**src/rtl/runctl_pkg.sv**
```systemverilog
package runctl_pkg;
  localparam int REG_W     = 32;
  localparam int LINK_W    = 4;
  localparam int IDLE_W    = 5;
  localparam int NYET_W    = 4;
  localparam int PMEN_W    = 4;

  localparam int B_RUN     = 31;
  localparam int B_SRST    = 30;
  localparam int B_IDLE_LO = 24;
  localparam int B_NYET_LO = 20;
  localparam int B_KEEP    = 19;
  localparam int B_L1HIB   = 18;
  localparam int B_RESTORE = 17;
  localparam int B_SAVE    = 16;
  localparam int B_PMEN_LO = 9;
  localparam int B_LINK_LO = 5;

  localparam logic [NYET_W-1:0] NYET_RST = '1;

  typedef enum logic [1:0] {ST_HALT, ST_RUN, ST_STOP} runSt_t;

  typedef struct packed {
    logic runWr;
    logic runVal;
    logic keepVal;
    logic saveWr;
    logic restoreWr;
  } swCmd_t;
endpackage

```
**src/rtl/runctl_datapath.sv**
```systemverilog
module runctl_datapath
  import runctl_pkg::*;
(
  input  logic              clk,
  input  logic              rstN,
  input  logic              clrSync,
  input  logic              wrEn,
  input  logic [REG_W-1:0]  wrData,
  input  logic              suspExit,
  input  logic              runBit,
  output swCmd_t            cmd,
  output logic              softRstReq,
  output logic              keepConn,
  output logic              linkFire,
  output logic              linkReqValid,
  output logic [LINK_W-1:0] linkReqCode,
  output logic [REG_W-1:0]  rdData
);
  logic [IDLE_W-1:0] idleThr;
  logic [NYET_W-1:0] nyetThr;
  logic              l1Hib;
  logic [PMEN_W-1:0] pmEn;
  logic [LINK_W-1:0] linkHeld;
  logic [LINK_W-1:0] linkWr;
  logic              effWr;

  assign effWr      = wrEn && !clrSync && !wrData[B_SRST];
  assign softRstReq = wrEn && !clrSync && wrData[B_SRST];
  assign linkWr     = wrData[B_LINK_LO +: LINK_W];
  assign linkFire   = effWr && (linkWr != '0) && (linkWr != linkHeld);

  always_comb begin
    cmd           = '0;
    cmd.runWr     = effWr;
    cmd.runVal    = wrData[B_RUN];
    cmd.keepVal   = wrData[B_KEEP];
    cmd.saveWr    = effWr && wrData[B_SAVE];
    cmd.restoreWr = effWr && wrData[B_RESTORE];
  end

  always_ff @(posedge clk) begin
    if (!rstN || clrSync) begin
      idleThr      <= '0;
      nyetThr      <= NYET_RST;
      keepConn     <= 1'b0;
      l1Hib        <= 1'b0;
      pmEn         <= '0;
      linkHeld     <= '0;
      linkReqValid <= 1'b0;
      linkReqCode  <= '0;
    end else begin
      linkReqValid <= linkFire;
      if (linkFire) linkReqCode <= linkWr;
      if (effWr) begin
        idleThr  <= wrData[B_IDLE_LO +: IDLE_W];
        nyetThr  <= wrData[B_NYET_LO +: NYET_W];
        keepConn <= wrData[B_KEEP];
        l1Hib    <= wrData[B_L1HIB];
        pmEn     <= wrData[B_PMEN_LO +: PMEN_W];
        linkHeld <= linkWr;
      end else if (suspExit) begin
        linkHeld <= '0;
      end
    end
  end

  always_comb begin
    rdData                        = '0;
    rdData[B_RUN]                 = runBit;
    rdData[B_IDLE_LO +: IDLE_W]   = idleThr;
    rdData[B_NYET_LO +: NYET_W]   = nyetThr;
    rdData[B_KEEP]                = keepConn;
    rdData[B_L1HIB]               = l1Hib;
    rdData[B_PMEN_LO +: PMEN_W]   = pmEn;
  end
endmodule

```
**src/rtl/runctl_ctrl.sv**
```systemverilog
module runctl_ctrl
  import runctl_pkg::*;
(
  input  logic   clk,
  input  logic   rstN,
  input  swCmd_t cmd,
  input  logic   softRstReq,
  input  logic   keepConn,
  input  logic   linkFire,
  input  logic   coreIdle,
  input  logic   discDone,
  input  logic   saveDone,
  input  logic   hostResumeReq,
  output logic   clrSync,
  output logic   runActive,
  output logic   halted,
  output logic   discReq,
  output logic   saveReq,
  output logic   saveBusy,
  output logic   restoreReq,
  output logic   resumePending,
  output logic   autoResume
);
  runSt_t state;
  logic   discSeen;
  logic   keepAtStop;
  logic   stopDone;

  assign runActive = (state == ST_RUN);
  assign stopDone  = coreIdle && (keepAtStop || discSeen || discDone);

  always_ff @(posedge clk) begin
    if (!rstN || clrSync) begin
      state         <= ST_HALT;
      halted        <= 1'b1;
      discSeen      <= 1'b0;
      keepAtStop    <= 1'b0;
      discReq       <= 1'b0;
      saveReq       <= 1'b0;
      saveBusy      <= 1'b0;
      restoreReq    <= 1'b0;
      resumePending <= 1'b0;
      autoResume    <= 1'b0;
      clrSync       <= 1'b0;
    end else begin
      clrSync    <= softRstReq;
      discReq    <= 1'b0;
      saveReq    <= 1'b0;
      autoResume <= 1'b0;
      restoreReq <= cmd.restoreWr;

      if (cmd.runWr && cmd.runVal) begin
        state    <= ST_RUN;
        halted   <= 1'b0;
        discSeen <= 1'b0;
      end else begin
        case (state)
          ST_RUN: if (cmd.runWr) begin
            state      <= ST_STOP;
            keepAtStop <= cmd.keepVal;
            discReq    <= !cmd.keepVal;
            discSeen   <= 1'b0;
          end
          ST_STOP: begin
            if (discDone) discSeen <= 1'b1;
            if (stopDone) begin
              state  <= ST_HALT;
              halted <= 1'b1;
            end
          end
          default: ;
        endcase
      end

      if (cmd.saveWr && !saveBusy) begin
        saveBusy <= 1'b1;
        saveReq  <= 1'b1;
      end else if (saveDone) begin
        saveBusy <= 1'b0;
      end

      if (hostResumeReq) begin
        if (keepConn) resumePending <= 1'b1;
        else          autoResume    <= 1'b1;
      end else if (linkFire) begin
        resumePending <= 1'b0;
      end
    end
  end
endmodule

```
**src/rtl/usb_run_ctrl.sv**
```systemverilog
module usb_run_ctrl
  import runctl_pkg::*;
(
  input  logic              clk,
  input  logic              rstN,
  input  logic              wrEn,
  input  logic [31:0]       wrData,
  output logic [31:0]       rdData,
  input  logic              coreIdle,
  input  logic              discDone,
  input  logic              saveDone,
  input  logic              suspExit,
  input  logic              hostResumeReq,
  output logic              runActive,
  output logic              halted,
  output logic              discReq,
  output logic              saveReq,
  output logic              saveBusy,
  output logic              restoreReq,
  output logic              linkReqValid,
  output logic [3:0]        linkReqCode,
  output logic              resumePending,
  output logic              autoResume,
  output logic              coreRst
);
  swCmd_t cmd;
  logic   softRstReq;
  logic   keepConn;
  logic   linkFire;
  logic   clrSync;

  assign coreRst = clrSync;

  runctl_datapath dp_i (
    .clk(clk), .rstN(rstN), .clrSync(clrSync),
    .wrEn(wrEn), .wrData(wrData), .suspExit(suspExit),
    .runBit(runActive), .cmd(cmd), .softRstReq(softRstReq),
    .keepConn(keepConn), .linkFire(linkFire),
    .linkReqValid(linkReqValid), .linkReqCode(linkReqCode),
    .rdData(rdData)
  );

  runctl_ctrl ctrl_i (
    .clk(clk), .rstN(rstN), .cmd(cmd), .softRstReq(softRstReq),
    .keepConn(keepConn), .linkFire(linkFire),
    .coreIdle(coreIdle), .discDone(discDone), .saveDone(saveDone),
    .hostResumeReq(hostResumeReq), .clrSync(clrSync),
    .runActive(runActive), .halted(halted), .discReq(discReq),
    .saveReq(saveReq), .saveBusy(saveBusy), .restoreReq(restoreReq),
    .resumePending(resumePending), .autoResume(autoResume)
  );
endmodule

```
**config.mk**
```make
export PLATFORM = sky130hd
export DESIGN_NAME = usb_run_ctrl
export DESIGN_NICKNAME = d
export VERILOG_FILES = /design/src/rtl/runctl_pkg.sv /design/src/rtl/runctl_datapath.sv /design/src/rtl/runctl_ctrl.sv /design/src/rtl/usb_run_ctrl.sv
export SDC_FILE = /design/constraint.sdc
export NUM_CORES = 1
export LEC_CHECK = 0
export BUFFER_PORTS_ARGS = -buffer_cell sky130_fd_sc_hd__buf_4
export CORE_MARGIN = 2
export CORE_UTILIZATION = 48
export CTS_BUF_LIST = sky130_fd_sc_hd__clkbuf_8
export DETAILED_ROUTE_END_ITERATION = 7
export GPL_ROUTABILITY_DRIVEN = 0
export GPL_TIMING_DRIVEN = 0
export PLACE_DENSITY = 0.82
export REMOVE_ABC_BUFFERS = 1
export SLEW_MARGIN = 10
export SYNTH_ARGS = -nofsm -noshare
export SYNTH_HDL_FRONTEND = slang
export SYNTH_HIERARCHICAL = 1
export SYNTH_SLANG_ARGS = --single-unit
```
**constraint.sdc**
```tcl
create_clock -name clk -period 2.4 [get_ports clk]
set_input_delay 0.12 -clock clk [delete_from_list [all_inputs] [get_ports clk]]
set_output_delay 0.12 -clock clk [all_outputs]
set_load 0.01 [all_outputs]
```
==> implementation parameters <==
Parameter                              Value

Drt
  DRT Wirelength    3810 um
  Met2 wire len    1820 um
  DRC errors left    0
  Count of routing violations after the opening detailed-route iteration    90
  Drt wl/cell    12.2 um
  Length of the first detailed-routing pass in iterations    4
  Uppermost metal layer occupied by signal nets    met4
  Detail-routed via count per cell    4.96
  DR vias    1552
  Post-route ant nets    0
  Met3 wirelength from detailed routing    316 um
  Routed met1 length    1600 um

Synthesis
  Warnings from Yosys    6
  Main combinational cell family by area after synthesis    simple AND/OR/NAND/NOR gates
  Share of the yosys chip area belonging to registers    39.9%
  Number of storage elements in the synthesis netlist    36
  Fraction of the mapped netlist area in simple logic gates    22.5%
  Adder-cell share of the synthesized area    1.39%
  Cells taking the most area after synthesis    dfxtp_1 (40%), buf_4 (9.6%), nand2_1 (8.3%)
  Compound-cell area share of the yosys netlist    15.7%
  Synthesized instance count    213
  Mux contribution to synthesized area    2.01%
  Cell type contributing the most total cell area after synthesis    dfxtp_1
  Average size of a mapped cell    8.47 um2
  Cell area after synthesis    1800 um2
  Synth Area in XOR/XNOR    3.95%
  Area share of the largest cell type after synthesis    39.9%
  Number of distinct library cell variants in the gate-level netlist after synthesis    41

Floorplan
  Boundary Pins    86
  Die Y-Extent    65.3 um
  Die width    65.3 um
  Area of the die    4270 um2
  Num rows    22
  Area of the placeable core    3630 um2
  Initial standard-cell utilization of the core    49.7%

Power and ir drop
  Sw frac    27.0%
  Logic gate share of total power    17.8%
  Worst IR drop on VDD    0.000315 V
  Leakage power summed over all cells    0.000980 uW
  Proportion of power drawn by the clock network    33.4%
  Sequential Power Share    48.8%
  Switching Power    356 uW
  Cell internal pwr    964 uW
  Total power divided by cell area    583 nW/um2

Hold path
  Worst hold path depth    2
  Terminating pin of the worst hold path    ctrl_i/discReq
  Worst min-delay path class    primary input to register
  HP Start    wrData[19]

Worst setup path
  Largest fanout of any net on the critical path    22
  CP startpoint kind    register
  Most common cell type on the critical path    o21ai_0
  Max stage delay cell, worst path    or3b_2
  Reg2Reg Depth    7
  Buffers & Inverters on Critical Path    2
  Kind of cell adding the most delay to the critical path    simple AND/OR/NAND/NOR gates
  Reg2reg start    ctrl_i/clrSync
  Worst reg2reg setup slack    0.28 ns
  Critical Path, Cell by Cell    or3b_2, clkinvlp_4, o21ai_0, nor2_1, inv_1, o21ai_0, a21oi_1
  Worst Setup End Kind    register
  Worst endpoint data arrival time    2.29 ns
  Critical path's largest stage delay    0.75 ns
  Startpoint-to-endpoint class of the critical path    register to register
  Required time reported for the critical path endpoint    2.56 ns
  Destination of the worst register-to-register timing path    ctrl_i/resumePending

STA
  Count of pins over their slew limit    0
  Final Worst Setup Slack    0.277 ns
  Worst clock skew    0.00405 ns
  Shortest clock period the worst path allows after layout    2.12 ns
  Final worst-path cycle share    88.5%
  Final setup fails    0
  Slew of the pin with the lowest slew margin    0.674 ns
  Max Fclk    0.471 GHz
  Number of failing hold endpoints at the final stage    0
  Normalized max-slew margin    55.1%
  Unrepaired setup endpoints after global routing    false

Global route
  Total global routing overflow    0
  First-pass GRT wire length    6260 um
  Via count of the first global-routing pass    1408
  Overall global routing resource usage    19.4%
  Largest net degree at the start of global routing    23
  Number of antenna violations at the first check in global routing    0

CTS
  H-tree depth    2
  Buffer cell driving the clock tree root    clkbuf_8
  Insertion delay to the later sink of the worst-skew pair    0.29 ns
  Post-CTS setup buffer count    0
  CTS tree    built
  Clock sink count    36
  Clk pin slew, worst setup/hold paths    0.07 ns
  Number of clock buffers inserted by TritonCTS    5
  Max Root-Sink Buffers    2

Run
  Max cap viols    0

Finish
  ANT cells    0
  Commonest cells after routing, fill and taps aside    buf_4 (60), nand2_1 (40), dfxtp_1 (36)
  Utilization after layout    62.3%
  Area grow syn2layout    25.4%
  Nets@finish    306
  Most common cell after layout, fill and taps aside    buf_4
  # fillers    357
  Fraction of layout cells with a size suffix above 1    29.8%

Placed design
  HPWL reported at the end of detailed placement    2710 um
  Minimum setup slack after placement    -0.342 ns
  Port-buffer cells    60

Outcome
  Run status    finished, final reports clean
-- cell type report --
| type | instances | area, um2 | share of cell area, % |
|---|---|---|---|
| Timing Repair Buffer | 61 | 460 | 20.4 |
| Timing Repair inverter | 1 | 7.51 | 0.332 |
| Inverter | 9 | 37.5 | 1.66 |
| Tap cell | 48 | 60.1 | 2.65 |
| Sequential cell | 36 | 721 | 31.9 |
| Clock inverter | 2 | 11.3 | 0.498 |
| Multi-Input combinational cell | 150 | 882 | 39.0 |
| Clock buffer | 6 | 82.6 | 3.65 |
-- Yosys cell counts --
master,count
and3b_1,1
a31oi_1,3
o21ai_0,3
o211ai_1,2
mux2i_1,1
a211oi_1,3
and2_1,4
nand2_1,40
o22ai_1,1
o2111a_1,1
clkbuf_1,4
a22oi_1,2
xnor2_2,1
nand3b_1,1
or3_1,1
dfxtp_1,36
nand2b_1,4
mux2_4,1
nor2b_1,3
mux2_2,1
buf_6,1
o41ai_1,3
and4_1,1
a21oi_1,18
nor2_1,15
nand4_1,1
o311ai_4,1
o21bai_1,1
conb_1,1
nand3_1,6
xnor2_4,2
nand4_2,1
buf_2,5
a221oi_2,2
buf_4,23
ha_1,2
nor3_1,4
nor3b_1,2
and3_1,1
inv_1,9
or3b_1,1
-- worst max-delay path by stage --
stage	from	endpoint	slack, ns	cells past startpoint
after floorplan	ctrl_i/clrSync	ctrl_i/resumePending	0.22	7
after global placement	ctrl_i/clrSync	ctrl_i/resumePending	-0.34	7
after detailed placement	ctrl_i/clrSync	ctrl_i/resumePending	-0.34	7
after CTS	ctrl_i/clrSync	ctrl_i/resumePending	0.26	7
after global routing	ctrl_i/clrSync	dp_i/linkHeld[1]	0.08	5
final	ctrl_i/clrSync	ctrl_i/resumePending	0.28	7
-- metal layers --
layer,GRT usage (%),up-vias
met5,0,-
met4,8.07,0
met3,5.65,8
met2,33.2,70
met1,22.5,693
li1,-,781
-- registers in the layout, summed over array words and instances, names as in the netlist --
register,flops
dp_i/nyetThr,4
dp_i/idleThr,5
ctrl_i/clrSync,1
ctrl_i/resumePending,1
dp_i/linkHeld,4
ctrl_i/discReq,1
ctrl_i/keepAtStop,1
dp_i/linkReqCode,4
ctrl_i/discSeen,1
dp_i/linkReqValid,1
ctrl_i/saveReq,1
ctrl_i/state,2
dp_i/keepConn,1
ctrl_i/autoResume,1
ctrl_i/halted,1
dp_i/pmEn,4
ctrl_i/saveBusy,1
ctrl_i/restoreReq,1
dp_i/l1Hib,1
-- power groups by stage --
stage                     combinational [uW]  clock, uW  sequential (uW)
final                                    235        440              644
after CTS                                236        453              644
after detailed placement                 232          0              658
after floorplan                          114          0              666
after global placement                   228          0              657
after global routing                     263        475              648
-- logic make-up after synthesis --
| kind of cell | count (synthesis) |
|---|---|
| compound gates | 40 |
| xor+xnor | 3 |
| fa+ha+maj | 2 |
| buf+inv | 42 |
| flops | 36 |
| mux | 3 |
| other cells | 1 |
| simple gates | 86 |
-- stage by stage --
step	total power, uW	hold slack, ns	TNS (ns)	instances	area (um2)
floorplan	780	0.199	0	195	1640
global placement	885	0.303	-1.80	303	2150
detailed placement	889	0.310	-1.77	303	2150
CTS	1330	0.00939	0	313	2260
global route	1390	0.0160	0	313	2260
finish	1320	0.0208	0	313	2260
-- repair_timing --
action | in CTS | in global routing
endpoints found under the hold margin | 1 | 0
setup endpoints to repair | 18 | 0
gates resized for setup | 3 | 0
hold buffers | 1 | 0
No activity file was read; power rests on OpenSTA's default activity.
